`config.mk`:
```
export PLATFORM = sky130hd
export DESIGN_NAME = nst_status_tracker
export DESIGN_NICKNAME = d
export VERILOG_FILES = /design/src/rtl/nst_pkg.sv /design/src/rtl/nst_cmd_gate.sv /design/src/rtl/nst_verify.sv /design/src/rtl/nst_busy_fsm.sv /design/src/rtl/nst_status_tracker.sv
export SDC_FILE = /design/constraint.sdc
export NUM_CORES = 1
export LEC_CHECK = 0
export BUFFER_PORTS_ARGS = -buffer_cell sky130_fd_sc_hd__buf_2
export CAP_MARGIN = 20
export CORE_ASPECT_RATIO = 2
export CORE_MARGIN = 2
export CORE_UTILIZATION = 25
export CTS_CLUSTER_SIZE = 28
export DETAILED_ROUTE_END_ITERATION = 10
export PLACE_DENSITY = 0.49
export SLEW_MARGIN = 40
export SYNTH_ARGS = -nofsm -noshare
export SYNTH_HDL_FRONTEND = slang
export SYNTH_SLANG_ARGS = --single-unit
```
`constraint.sdc`:
```
create_clock -name clk -period 2.28 [get_ports clk]
set_input_delay 0.114 -clock clk [delete_from_list [all_inputs] [get_ports clk]]
set_output_delay 0.114 -clock clk [all_outputs]
set_load 0.01 [all_outputs]
```
`src/rtl/nst_pkg.sv`:
```
package nst_pkg;
  typedef enum logic [2:0] {
    OP_READ        = 3'd0,
    OP_READ_ID     = 3'd1,
    OP_PROG_SETUP  = 3'd2,
    OP_PROG_GO     = 3'd3,
    OP_ERASE_SETUP = 3'd4,
    OP_ERASE_GO    = 3'd5,
    OP_STATUS      = 3'd6,
    OP_RESET       = 3'd7
  } op_e;

  typedef enum logic [2:0] {
    ST_READY = 3'd0,
    ST_LOAD  = 3'd1,
    ST_PROG  = 3'd2,
    ST_ERASE = 3'd3,
    ST_RST   = 3'd4
  } st_e;
endpackage

```
`src/rtl/nst_cmd_gate.sv`:
```
module nst_cmd_gate
  import nst_pkg::*;
(
  input  logic clk,
  input  logic rst,
  input  logic stb,
  input  op_e  op,
  input  st_e  st,
  input  logic wp_ok,
  output logic ok,
  output logic acc_q,
  output logic rej_q
);
  always_comb begin
    ok = 1'b0;
    if (stb) begin
      case (st)
        ST_READY: begin
          case (op)
            OP_PROG_SETUP, OP_PROG_GO, OP_ERASE_SETUP, OP_ERASE_GO: ok = wp_ok;
            default: ok = 1'b1;
          endcase
        end
        ST_LOAD, ST_PROG, ST_ERASE: ok = (op == OP_STATUS) || (op == OP_RESET);
        ST_RST:  ok = (op == OP_STATUS);
        default: ok = 1'b0;
      endcase
    end
  end

  always_ff @(posedge clk) begin
    if (rst) begin
      acc_q <= 1'b0;
      rej_q <= 1'b0;
    end else begin
      acc_q <= ok;
      rej_q <= stb && !ok;
    end
  end
endmodule

```
`src/rtl/nst_verify.sv`:
```
module nst_verify #(
  parameter int W = 8
) (
  input  logic         clk,
  input  logic         rst,
  input  logic         active,
  input  logic         stb,
  input  logic [W-1:0] tgt,
  input  logic [W-1:0] rd,
  output logic         miss
);
  logic         acc_q;
  logic [W-1:0] stuck;
  logic         now_bad;

  // a bit meant to go from 1 to 0 that still reads 1
  assign stuck   = ~tgt & rd;
  assign now_bad = stb && active && (|stuck);
  assign miss    = acc_q || now_bad;

  always_ff @(posedge clk) begin
    if (rst || !active) acc_q <= 1'b0;
    else if (now_bad)   acc_q <= 1'b1;
  end
endmodule

```
`src/rtl/nst_busy_fsm.sv`:
```
module nst_busy_fsm
  import nst_pkg::*;
#(
  parameter int RST_IDLE_CYC = 500,
  parameter int RST_BUSY_CYC = 1000
) (
  input  logic       clk,
  input  logic       rst,
  input  logic       wp_n,
  input  logic       ce_n,
  input  logic       rst_go,
  input  logic       ld_start,
  input  logic       pg_start,
  input  logic       er_start,
  input  logic       eng_done,
  input  logic       eng_fail,
  input  logic       vfy_miss,
  output st_e        st,
  output logic       wp_q,
  output logic [7:0] status,
  output logic       abort_q,
  output logic       clear_q
);
  localparam int MAXC = (RST_IDLE_CYC > RST_BUSY_CYC) ? RST_IDLE_CYC : RST_BUSY_CYC;
  localparam int CW   = $clog2(MAXC + 1);
  localparam logic [CW-1:0] IDLE_LD = CW'(RST_IDLE_CYC - 1);
  localparam logic [CW-1:0] BUSY_LD = CW'(RST_BUSY_CYC - 1);

  st_e         st_n;
  logic [CW-1:0] cnt_q, cnt_n;
  logic        fail_q, fail_n;
  logic        abort_n, clear_n;

  always_comb begin
    st_n    = st;
    cnt_n   = cnt_q;
    fail_n  = fail_q;
    abort_n = 1'b0;
    clear_n = 1'b0;
    if (rst_go) begin
      clear_n = 1'b1;
      abort_n = (st != ST_READY);
      fail_n  = 1'b0;
      st_n    = ST_RST;
      cnt_n   = (st == ST_READY) ? IDLE_LD : BUSY_LD;
    end else begin
      case (st)
        ST_READY: begin
          if (pg_start && wp_q)      st_n = ST_PROG;
          else if (er_start && wp_q) st_n = ST_ERASE;
          else if (ld_start)         st_n = ST_LOAD;
        end
        ST_LOAD: if (ce_n || eng_done) st_n = ST_READY;
        ST_PROG: if (eng_done) begin
          fail_n = eng_fail || vfy_miss;
          st_n   = ST_READY;
        end
        ST_ERASE: if (eng_done) begin
          fail_n = eng_fail;
          st_n   = ST_READY;
        end
        ST_RST: begin
          if (cnt_q == '0) st_n = ST_READY;
          else             cnt_n = cnt_q - 1'b1;
        end
        default: st_n = ST_READY;
      endcase
    end
  end

  always_ff @(posedge clk) begin
    if (rst) begin
      st      <= ST_READY;
      cnt_q   <= '0;
      fail_q  <= 1'b0;
      wp_q    <= 1'b0;
      abort_q <= 1'b0;
      clear_q <= 1'b0;
    end else begin
      st      <= st_n;
      cnt_q   <= cnt_n;
      fail_q  <= fail_n;
      wp_q    <= wp_n;
      abort_q <= abort_n;
      clear_q <= clear_n;
    end
  end

  assign status = {wp_q, (st == ST_READY), 5'b00000, fail_q};
endmodule

```
`src/rtl/nst_status_tracker.sv`:
```
module nst_status_tracker
  import nst_pkg::*;
#(
  parameter int RST_IDLE_CYC = 500,
  parameter int RST_BUSY_CYC = 1000,
  parameter int VFY_W        = 8
) (
  input  logic             clk,
  input  logic             rst,
  input  logic             wp_n,
  input  logic             ce_n,
  input  logic             cmd_stb,
  input  logic [2:0]       cmd_op,
  input  logic             ld_start,
  input  logic             pg_start,
  input  logic             er_start,
  input  logic             eng_done,
  input  logic             eng_fail,
  input  logic             vfy_stb,
  input  logic [VFY_W-1:0] vfy_tgt,
  input  logic [VFY_W-1:0] vfy_rd,
  output logic             rb_oe,
  output logic [7:0]       status,
  output logic             cmd_accept,
  output logic             cmd_reject,
  output logic             stat_mode,
  output logic             eng_abort,
  output logic             regs_clear
);
  op_e  op;
  st_e  st;
  logic wp_q;
  logic cmd_ok;
  logic rst_go;
  logic vfy_miss;

  assign op     = op_e'(cmd_op);
  assign rst_go = cmd_ok && (op == OP_RESET);

  nst_cmd_gate u_gate (
    .clk   (clk),
    .rst   (rst),
    .stb   (cmd_stb),
    .op    (op),
    .st    (st),
    .wp_ok (wp_q),
    .ok    (cmd_ok),
    .acc_q (cmd_accept),
    .rej_q (cmd_reject)
  );

  nst_verify #(.W(VFY_W)) u_vfy (
    .clk    (clk),
    .rst    (rst),
    .active (st == ST_PROG),
    .stb    (vfy_stb),
    .tgt    (vfy_tgt),
    .rd     (vfy_rd),
    .miss   (vfy_miss)
  );

  nst_busy_fsm #(
    .RST_IDLE_CYC (RST_IDLE_CYC),
    .RST_BUSY_CYC (RST_BUSY_CYC)
  ) u_fsm (
    .clk      (clk),
    .rst      (rst),
    .wp_n     (wp_n),
    .ce_n     (ce_n),
    .rst_go   (rst_go),
    .ld_start (ld_start),
    .pg_start (pg_start),
    .er_start (er_start),
    .eng_done (eng_done),
    .eng_fail (eng_fail),
    .vfy_miss (vfy_miss),
    .st       (st),
    .wp_q     (wp_q),
    .status   (status),
    .abort_q  (eng_abort),
    .clear_q  (regs_clear)
  );

  assign rb_oe = (st != ST_READY);

  always_ff @(posedge clk) begin
    if (rst)         stat_mode <= 1'b0;
    else if (cmd_ok) stat_mode <= (op == OP_STATUS);
  end
endmodule

```
==> results.md, run 1 <==
* Post-route DRC at 0
* PwrDens at 600 nW/µm²
* Vias in the first global route at 1144
* Post-cts resize count at 0
* Post-CTS Setup Bufs at 0
* Ys flop type: dfxtp_1
* Synth-to-layout area growth at 20.1%
* Cts hold-fix bufs at 0
* Max cap viols at 0
* Slew HR at 65.8%
* Final ANT Viol Nets at 0
* Worst clock skew at 0.00234 ns
* Setup TNS at 0 ns
* WP data arrival at 2.25 ns
* Io pins at 44
* Hold_sp: wp_n
* GP Congestion at 0.769
* Endpoints failing hold at 0
* Die W at 51.9 µm
* CTS root buf: clkbuf_8
* Hold depth at 2
* Initial antenna violation count at 0
* CTS tree: done
* Startpoint type of the worst setup path: register
* Worst hold slack at 0.0584 ns
* Post-synthesis cell area at 1150 µm²
* Cell variety after synth at 48
* Register area share after synthesis at 36.7%
* Initial DRC Count at 25
* Crit-path slowest cell: or4b_1
* Commonest non-fill, non-tap cell in the layout: buf_2
* Initial Util at 26.2%
* Max Transition Viols Final at 0
* Yosys reg bits at 21
* Clock net sink count at 21
* Final period utilization at 89.6%
* Min Tclk post-route at 2.04 ns
* Mean Syn Cell Area at 8.68 µm²
* N_diodes at 0
* Avg WL per Cell at 13.2 µm
* GRT Overall Usage at 12.0%
* Status: finished clean
* FMAX at 490 MHz
* Worst Hold Class: in2reg
* Max FO, Critical Path at 5
* Leakage at 0.593 nW
* Clk_lat worst skew at 0.26 ns
* Synth area leader: dfxtp_1
* Share of cells above drive strength 1 at 31.7%
* Core area at 4380 µm²
* Die Span Y at 99.8 µm
* Slew @ Worst Pin at 0.509 ns
* Setup CP Type: reg2reg
* Vias at 1072
* Hpwl dp at 2.32 mm
* Worst r2r src: u_fsm.cnt_q[0]$_SDFFE_PP0P_
* GRT Residual Overflow at 0
* Post-synthesis async set-or-reset flop share at 0%
* Final setup viols at 0
* CTS buffer count at 3
* Clk buf depth at 2
* Yosys top cell area share at 36.7%
* Synth warn at 0
* Largest net degree at the start of global routing at 20
* Reg2Reg Depth at 7
* Post-synth EDFFs at 0
* Cell Rows at 34
* VDD IR max at 0.382 mV
* WHS Endpoint: u_fsm.wp_q$_SDFF_PP0_
* I/O Buffers at 38
* CTS clk-pin slew, worst paths at 0.08 ns
* Reg2Reg Capture Point: u_fsm.st[0]$_SDFFE_PP0P_
* Crit path capture type: register
* Reg2Reg Setup Slack at 0.24 ns
* Global-route wire length before repair at 4.87 mm
* Most frequent cells in the layout: buf_2 (38), dfxtp_1 (21), nor3_1 (12), a21oi_1 (9), nor2_1 (9)
* Drt first pass iters at 2
* Post-Route WL at 2.91 mm
* Top cells by area, synth: dfxtp_1 (37%), nor3_1 (5.2%), buf_4 (4.6%)
* CP peak stage delay at 0.52 ns
* Unrepaired setup endpoints after global routing: no
* Critical Path RT at 2.48 ns
* H-tree level count at 1
* Vias per cell at 4.85
* Layout Nets at 199
* Critical path, cell by cell: inv_1 > ha_1 > or4b_1 > nor3_4 > nor2b_2 > a2111o_1 > a21oi_2
* Die ar. at 5170 µm²
* Cells after synthesis at 132
routing by layer:
layer / share of wire, % / global-route usage, % / up-vias
li1: - / - / 531
met1: 36 / 10.9 / 494
met2: 54 / 24.2 / 41
met3: 7.3 / 2.55 / 6
met4: 1.9 / 4.25 / 0
met5: 0 / 0 / -
report_power, final:
| part | leakage (nW) | internal, mW | switching [mW] |
|---|---|---|---|
| clock network | 0.0255 | 0.122 | 0.122 |
| registers | 0.171 | 0.384 | 0.0228 |
| logic | 0.397 | 0.0825 | 0.0920 |
worst max-delay path by stage:
stage / to / slack, ns / start / depth (start not counted)
6_report: u_fsm.st[0]$_SDFFE_PP0P_ / 0.24 / u_fsm.cnt_q[0]$_SDFFE_PP0P_ / 7
5_1_grt: u_fsm.st[0]$_SDFFE_PP0P_ / 0.1 / u_fsm.cnt_q[0]$_SDFFE_PP0P_ / 7
3_3_place_gp: u_fsm.st[0]$_SDFFE_PP0P_ / 0.35 / u_fsm.cnt_q[0]$_SDFFE_PP0P_ / 7
2_1_floorplan: u_fsm.st[0]$_SDFFE_PP0P_ / 0.42 / u_fsm.cnt_q[0]$_SDFFE_PP0P_ / 7
4_1_cts: u_fsm.st[0]$_SDFFE_PP0P_ / 0.22 / u_fsm.cnt_q[0]$_SDFFE_PP0P_ / 7
3_5_place_dp: u_fsm.st[0]$_SDFFE_PP0P_ / 0.25 / u_fsm.cnt_q[0]$_SDFFE_PP0P_ / 7
Yosys cell counts (3+ instances only):
| master | number |
|---|---|
| a211oi_1 | 5 |
| a21oi_1 | 9 |
| buf_4 | 7 |
| dfxtp_1 | 21 |
| inv_1 | 8 |
| nand2_1 | 7 |
| nand2b_1 | 4 |
| nor2_1 | 9 |
| nor2b_1 | 4 |
| nor3_1 | 12 |
| o22ai_1 | 3 |
metrics by stage:
stage,cell area (µm²),power [mW],util (%),instances,setup slack (ns)
global placement,1330,0.587,30.4,217,0.354
global route,1380,0.876,31.4,221,0.0950
detailed placement,1330,0.591,30.4,217,0.255
finish,1380,0.825,31.4,221,0.238
floorplan,1160,0.537,-,136,0.418
CTS,1380,0.840,31.4,221,0.222
state kept, by name, indices dropped and copies added, names as in the netlist:
name	flops
u_fsm.fail_q	1
u_fsm.wp_q	1
u_gate.rej_q	1
u_gate.acc_q	1
u_fsm.clear_q	1
u_vfy.acc_q	1
u_fsm.st	3
u_fsm.abort_q	1
stat_mode	1
u_fsm.cnt_q	10
worst max-delay path, delay by kind of cell (launching register included):
| family | cells | cell delay, ns |
|---|---|---|
| simple gates | 3 | 0.85 |
| compound gates | 2 | 0.50 |
| flops | 1 | 0.34 |
| fa+ha+maj | 1 | 0.21 |
| buf+inv | 1 | 0.09 |
cells by family after synthesis:
kind of cell	synth area share (%)
XOR/XNOR	2.29
AND/OR/NAND/NOR	27.1
buffers and inverters	11.4
adder cells (fa/ha/maj)	1.09
other	0.327
flip-flops	36.7
multiplexers	1.75
AO/OA/AOI/OAI	19.4
area by class of cell:
type                    instances  area [µm²]
well taps                      54        67.6
repair buffers                 39         198
inverters                       9        33.8
fillers                       481        3010
flip-flops and latches         21         420
clock buffers                   3        41.3
clock inverters                 1        5.00
multi-input cells              94         611
No activity file was read; power rests on OpenSTA's default activity.
==> run 2, diff against run 1 <==
==> constraint.sdc (replaced) <==
create_clock -name clk -period 2.28 [get_ports clk]
set_input_delay 0.114 -clock clk [delete_from_list [all_inputs] [get_ports clk]]
set_output_delay 0.114 -clock clk [all_outputs]
set_load 0.1 [all_outputs]
==> run 2 against run 1 <==
Net effect: hold slack improved by 0.019 ns; clock power fell by 3%; cell count fell by 0.45%; core utilization rose by 0.057 points; routed wire length fell by 6.5%; first-iteration DRC count did not move; register-to-register slack barely moved; setup slack improved by 0.0047 ns; via count fell by 1.2%; flip-flop and latch count did not move.
==> results.md, run 2 (synthesized netlist as in run 1, its figures left out) <==
* Vias in the first global route at 1016
* Io pins at 44
* Vias per cell at 4.81
* PwrDens at 677 nW/µm²
* Die Span Y at 99.8 µm
* Endpoints failing hold at 0
* Switching Power at 0.345 mW
* GRT Overall Usage at 10.6%
* Commonest non-fill, non-tap cell in the layout: buf_2
* Biggest regs: u_fsm.cnt_q x10, u_fsm.st x3
* Post-Route WL at 2.72 mm
* GP Congestion at 0.761
* Dpl cells at 216
* Final period utilization at 89.3%
* Cts hold-fix bufs at 0
* Top reg by flops: u_fsm.cnt_q
* Min Tclk post-route at 2.04 ns
* Clock power frac at 25.3%
* Max cap viols at 0
* Max FO, Critical Path at 5
* CP peak stage delay at 0.52 ns
* Post-route DRC at 0
* Peak-usage layer in the global routing report: met2
* Avg WL per Cell at 12.4 µm
* Hold depth at 2
* Max Transition Viols Final at 0
* Die ar. at 5170 µm²
* Global-route wire length before repair at 4.31 mm
* Post-cts resize count at 0
* VDD IR max at 0.332 mV
* GRT Residual Overflow at 0
* Crit path capture type: register
* I/O Buffers at 38
* Synth-to-layout area growth at 20.3%
* Post-CTS Setup Bufs at 0
* Non-filler instance count after layout at 220
* Drt first pass iters at 4
* Final setup viols at 0
* Hold_sp: wp_n
* Worst r2r src: u_fsm.cnt_q[0]$_SDFFE_PP0P_
* Leakage at 0.588 nW
* Status: finished clean
* Most frequent cells in the layout: buf_2 (38), dfxtp_1 (21), nor3_1 (12), a21oi_1 (9), nor2_1 (9)
* Share of cells above drive strength 1 at 30.7%
* Initial antenna violation count at 0
* Int Pwr at 0.588 mW
* Setup TNS at 0 ns
* Worst clock skew at 0.00212 ns
* CTS buffer count at 3
* Critical path, cell by cell: inv_1 > ha_1 > or4b_1 > nor3_4 > nor2b_2 > a2111o_1 > a21oi_2
* GR Layer Usage met3 at 1.35%
* Reg2Reg Capture Point: u_fsm.st[0]$_SDFFE_PP0P_
* Setup CP Type: reg2reg
* Die W at 51.9 µm
* Cell Rows at 34
* Initial DRC Count at 25
* Slew HR at 63.6%
* N_diodes at 0
* Worst Hold Class: in2reg
* Clk_lat worst skew at 0.25 ns
* Comb power frac at 31.0%
* Unrepaired setup endpoints after global routing: no
* H-tree level count at 1
* Initial Util at 26.2%
* Critical Path RT at 2.48 ns
* Slew @ Worst Pin at 0.542 ns
* Sequential power share at 43.7%
* FMAX at 491 MHz
* Reg2Reg Depth at 7
* Sw Ratio at 37.0%
* CTS tree: done
* CTS root buf: clkbuf_8
* Layout Nets at 198
* Largest net degree at the start of global routing at 20
* Vias at 1059
* Largest register FFs at 10
* Crit-path slowest cell: or4b_1
* WHS Endpoint: u_fsm.wp_q$_SDFF_PP0_
* Met1 Use GR at 10.1%
* Core area at 4380 µm²
* Reg2Reg Setup Slack at 0.24 ns
* Clock net sink count at 21
* Final ANT Viol Nets at 0
* CTS clk-pin slew, worst paths at 0.07 ns
* Hpwl dp at 2.16 mm
* Clk buf depth at 2
* Startpoint type of the worst setup path: register
* GR Layer Usage met2 at 21.0%
* WP data arrival at 2.23 ns
run 2: power by group through the flow:
stage	registers, mW	clock network, mW	logic, mW
after floorplan	0.426	0	0.235
after global placement	0.416	0	0.288
after detailed placement	0.417	0	0.289
after CTS	0.408	0.253	0.291
after global routing	0.412	0.266	0.310
final	0.408	0.236	0.289
run 2: how the worst max path moves through the flow:
stage | start | to | cells after the start
after floorplan | u_fsm.st[1]$_SDFFE_PP0P_ | stat_mode$_SDFFE_PP0N_ | 5
after global placement | u_fsm.cnt_q[0]$_SDFFE_PP0P_ | u_fsm.st[0]$_SDFFE_PP0P_ | 7
after detailed placement | u_fsm.cnt_q[0]$_SDFFE_PP0P_ | u_fsm.st[0]$_SDFFE_PP0P_ | 7
after CTS | u_fsm.cnt_q[0]$_SDFFE_PP0P_ | u_fsm.st[0]$_SDFFE_PP0P_ | 7
after global routing | u_fsm.cnt_q[0]$_SDFFE_PP0P_ | u_fsm.st[0]$_SDFFE_PP0P_ | 7
final | u_fsm.cnt_q[0]$_SDFFE_PP0P_ | u_fsm.st[0]$_SDFFE_PP0P_ | 7
run 2: final cells by class:
cell class / count / area, µm²
Timing Repair Buffer: 38 / 190
Multi-Input combinational cell: 94 / 617
Sequential cell: 21 / 420
Fill cell: 490 / 3000
Inverter: 9 / 38.8
Tap cell: 54 / 67.6
Clock buffer: 4 / 45.0
run 2: critical path: cells and delay by family, from the launching register on:
kind                     cells  cell delay, ns
flip-flops                   1            0.34
AND/OR/NAND/NOR              3            0.86
AO/OA/AOI/OAI                2            0.50
adder cells (fa/ha/maj)      1            0.21
buffers and inverters        1            0.08
run 2: per-stage QoR:
stage | total power [mW] | instance area (µm²) | hold WS, ns | setup WS, ns | utilization, %
after floorplan | 0.661 | 1170 | 0.215 | 0.0229 | -
after global placement | 0.704 | 1330 | 0.321 | 0.340 | 30.4
after detailed placement | 0.706 | 1330 | 0.347 | 0.284 | 30.4
after CTS | 0.951 | 1380 | 0.0766 | 0.256 | 31.5
after global routing | 0.988 | 1380 | 0.0743 | 0.0838 | 31.5
final | 0.933 | 1380 | 0.0769 | 0.243 | 31.5
run 2: routing by layer:
layer,part of all wire [%],vias to the layer above
li1,-,537
met1,38,488
met2,54,32
met3,6.6,2
met4,0.70,0
met5,0,-
==> run 3, diff against run 2 <==
--- a/config.mk
+++ b/config.mk
@@ -16,4 +16,5 @@
 export SLEW_MARGIN = 40
 export SYNTH_ARGS = -nofsm -noshare
 export SYNTH_HDL_FRONTEND = slang
+export SYNTH_HIERARCHICAL = 1
 export SYNTH_SLANG_ARGS = --single-unit
==> run 3 against run 2 <==
Net effect: synthesized area is 9.9% higher; setup slack better by 0.016 ns; count of clock-buffer cells in the layout is 1 lower; flip-flop and latch count unchanged; clock power rose by 5%; synthesized cell count is 14% higher; routed wire length up 22%; hold slack worse by 0.016 ns; sequential share of layout area decreased by 3.6 points; cell count grew 13%; global-route usage increased by 1.6 points; clock skew rose by 0.0063 ns; critical endpoint is now u_fsm/cnt_q[9]$_SDFFE_PP0P_.
==> results.md, run 3 <==
* Status: finished clean
* Ys flop type: dfxtp_1
* Layout Nets at 224
* Most frequent cells in the layout: buf_2 (38), dfxtp_1 (21), inv_1 (18), nor2_1 (12), a21oi_1 (10)
* Core area at 4860 µm²
* Unrepaired setup endpoints after global routing: no
* Initial antenna violation count at 0
* Die W at 54.2 µm
* Min Tclk post-route at 2.02 ns
* Dpl cells at 244
* Post-synthesis async set-or-reset flop share at 0%
* Post-CTS Setup Bufs at 0
* Yosys top cell area share at 33.4%
* Vias in the first global route at 1193
* Final setup viols at 0
* Post-synthesis cell area at 1260 µm²
* Setup crit start: u_fsm/st[0]$_SDFFE_PP0P_
* Non-filler instance count after layout at 248
* Cells after synthesis at 150
* Drt first pass iters at 4
* CTS tree: done
* Vias per cell at 4.92
* Crit path capture type: register
* I/O Buffers at 38
* Initial DRC Count at 22
* Share of cells above drive strength 1 at 32.5%
* Top cells by area, synth: dfxtp_1 (33%), inv_1 (5.4%), buf_4 (4.2%)
* Mean Syn Cell Area at 8.40 µm²
* Setup CP Type: reg2reg
* Largest net degree at the start of global routing at 23
* GRT Overall Usage at 12.2%
* Cell variety after synth at 52
* Hpwl dp at 2.61 mm
* Yosys reg bits at 21
* Placed cell areas at 1520 µm²
* Startpoint type of the worst setup path: register
* Final period utilization at 88.7%
* Register area share after synthesis at 33.4%
* Post-Route WL at 3.31 mm
* Cts hold-fix bufs at 0
* Max cap viols at 0
* WP data arrival at 2.17 ns
* Count leader, synth: dfxtp_1
* Final ANT Viol Nets at 0
* Biggest regs: u_fsm/cnt_q x10, u_fsm/st x3
* Vias at 1221
* Top post-synthesis cells by count: dfxtp_1 (21), inv_1 (18), nor2_1 (12)
* CTS clk-pin slew, worst paths at 0.08 ns
* Post-route DRC at 0
* Clk buf depth at 2
* Worst r2r src: u_fsm/st[0]$_SDFFE_PP0P_
* GRT Residual Overflow at 0
* Slew @ Worst Pin at 0.501 ns
* Max Transition Viols Final at 0
* CTS root buf: clkbuf_8
* CTS buffer count at 3
* GP Congestion at 0.762
* Worst Hold Class: in2reg
* Post-synth EDFFs at 0
* Cell Rows at 36
* PwrDens at 607 nW/µm²
* Clock net sink count at 21
* Initial Util at 25.9%
* Post-cts resize count at 0
* Worst hold slack at 0.0604 ns
* N_diodes at 0
* Synth warn at 6
* Clk_lat worst skew at 0.26 ns
* VDD IR max at 0.283 mV
* Largest register FFs at 10
* Critical Path RT at 2.43 ns
* H-tree level count at 1
* Max FO, Critical Path at 8
* Commonest non-fill, non-tap cell in the layout: buf_2
* Leakage at 0.685 nW
* Die Span Y at 104 µm
* Endpoints failing hold at 0
* Synth area leader: dfxtp_1
* Post-route cell area at 1570 µm²
* Setup TNS at 0 ns
* Hold_sp: wp_n
* Slew HR at 66.4%
* Top reg by flops: u_fsm/cnt_q
* FMAX at 495 MHz
* Worst clock skew at 0.00843 ns
* Global-route wire length before repair at 5.24 mm
* Io pins at 44
* Die ar. at 5660 µm²
* Avg WL per Cell at 13.4 µm
* Synth-to-layout area growth at 24.2%
[run 3: report_power, final]
part / internal, mW / leakage, nW / total (mW) / switching, mW
logic: 0.0874 / 0.489 / 0.304 / 0.217
clock network: 0.122 / 0.0255 / 0.247 / 0.125
registers: 0.383 / 0.171 / 0.399 / 0.0161
[run 3: layer usage]
metal  part of all wire (%)  track usage (%)  vias to the layer above
met5                      0                0                        -
met4                    1.8             5.54                        0
met3                    5.7             1.44                        6
met2                     55             23.3                       43
met1                     37             11.7                      557
li1                       -                -                      615
[run 3: cell families after synthesis]
| group | Yosys count | synth area share, % |
|---|---|---|
| adders and majority gates | 2 | 1.99 |
| DFF | 21 | 33.4 |
| AOI/OAI and AO/OA | 39 | 22.1 |
| muxes | 1 | 0.894 |
| other | 1 | 0.298 |
| and+or+nand+nor | 54 | 28.3 |
| xor gates and xnor gates | 2 | 1.39 |
| buffers and inverters | 30 | 11.6 |
[run 3: cell type report]
cell class              instances  area, µm²
fillers                       541       3300
inverters                      19       71.3
multi-input cells             103        721
flip-flops and latches         21        420
clock buffers                   3       41.3
repair buffers                 44        235
well taps                      57       71.3
clock inverters                 1       5.00
[run 3: path summary, 6_finish.rpt]
check,endpoint,slack (ns),depth (start not counted)
max,u_fsm/cnt_q[9]$_SDFFE_PP0P_,0.26,8
min,u_fsm/wp_q$_SDFF_PP0_,0.06,2
max reg2reg,u_fsm/cnt_q[9]$_SDFFE_PP0P_,0.26,8
min reg2reg,u_vfy/acc_q$_SDFFE_PP0P_,0.47,2
[run 3: critical path, stage by stage (launching register included)]
cell,delay [ns]
dfxtp_1,0.37
nor4b_4,0.27
a22oi_2,0.14
nor3b_2,0.23
and4_2,0.36
nor2_1,0.11
and2_1,0.20
a21oi_1,0.14
nand3_1,0.08
[run 3: through the flow]
step                      setup slack, ns  total power, mW  util (%)
after floorplan                     0.182            0.649         -
after global placement              0.245            0.714      31.2
after detailed placement            0.228            0.714      31.2
after CTS                           0.179            0.965      32.2
after global routing               0.0833             1.01      32.2
final                               0.259            0.950      32.2
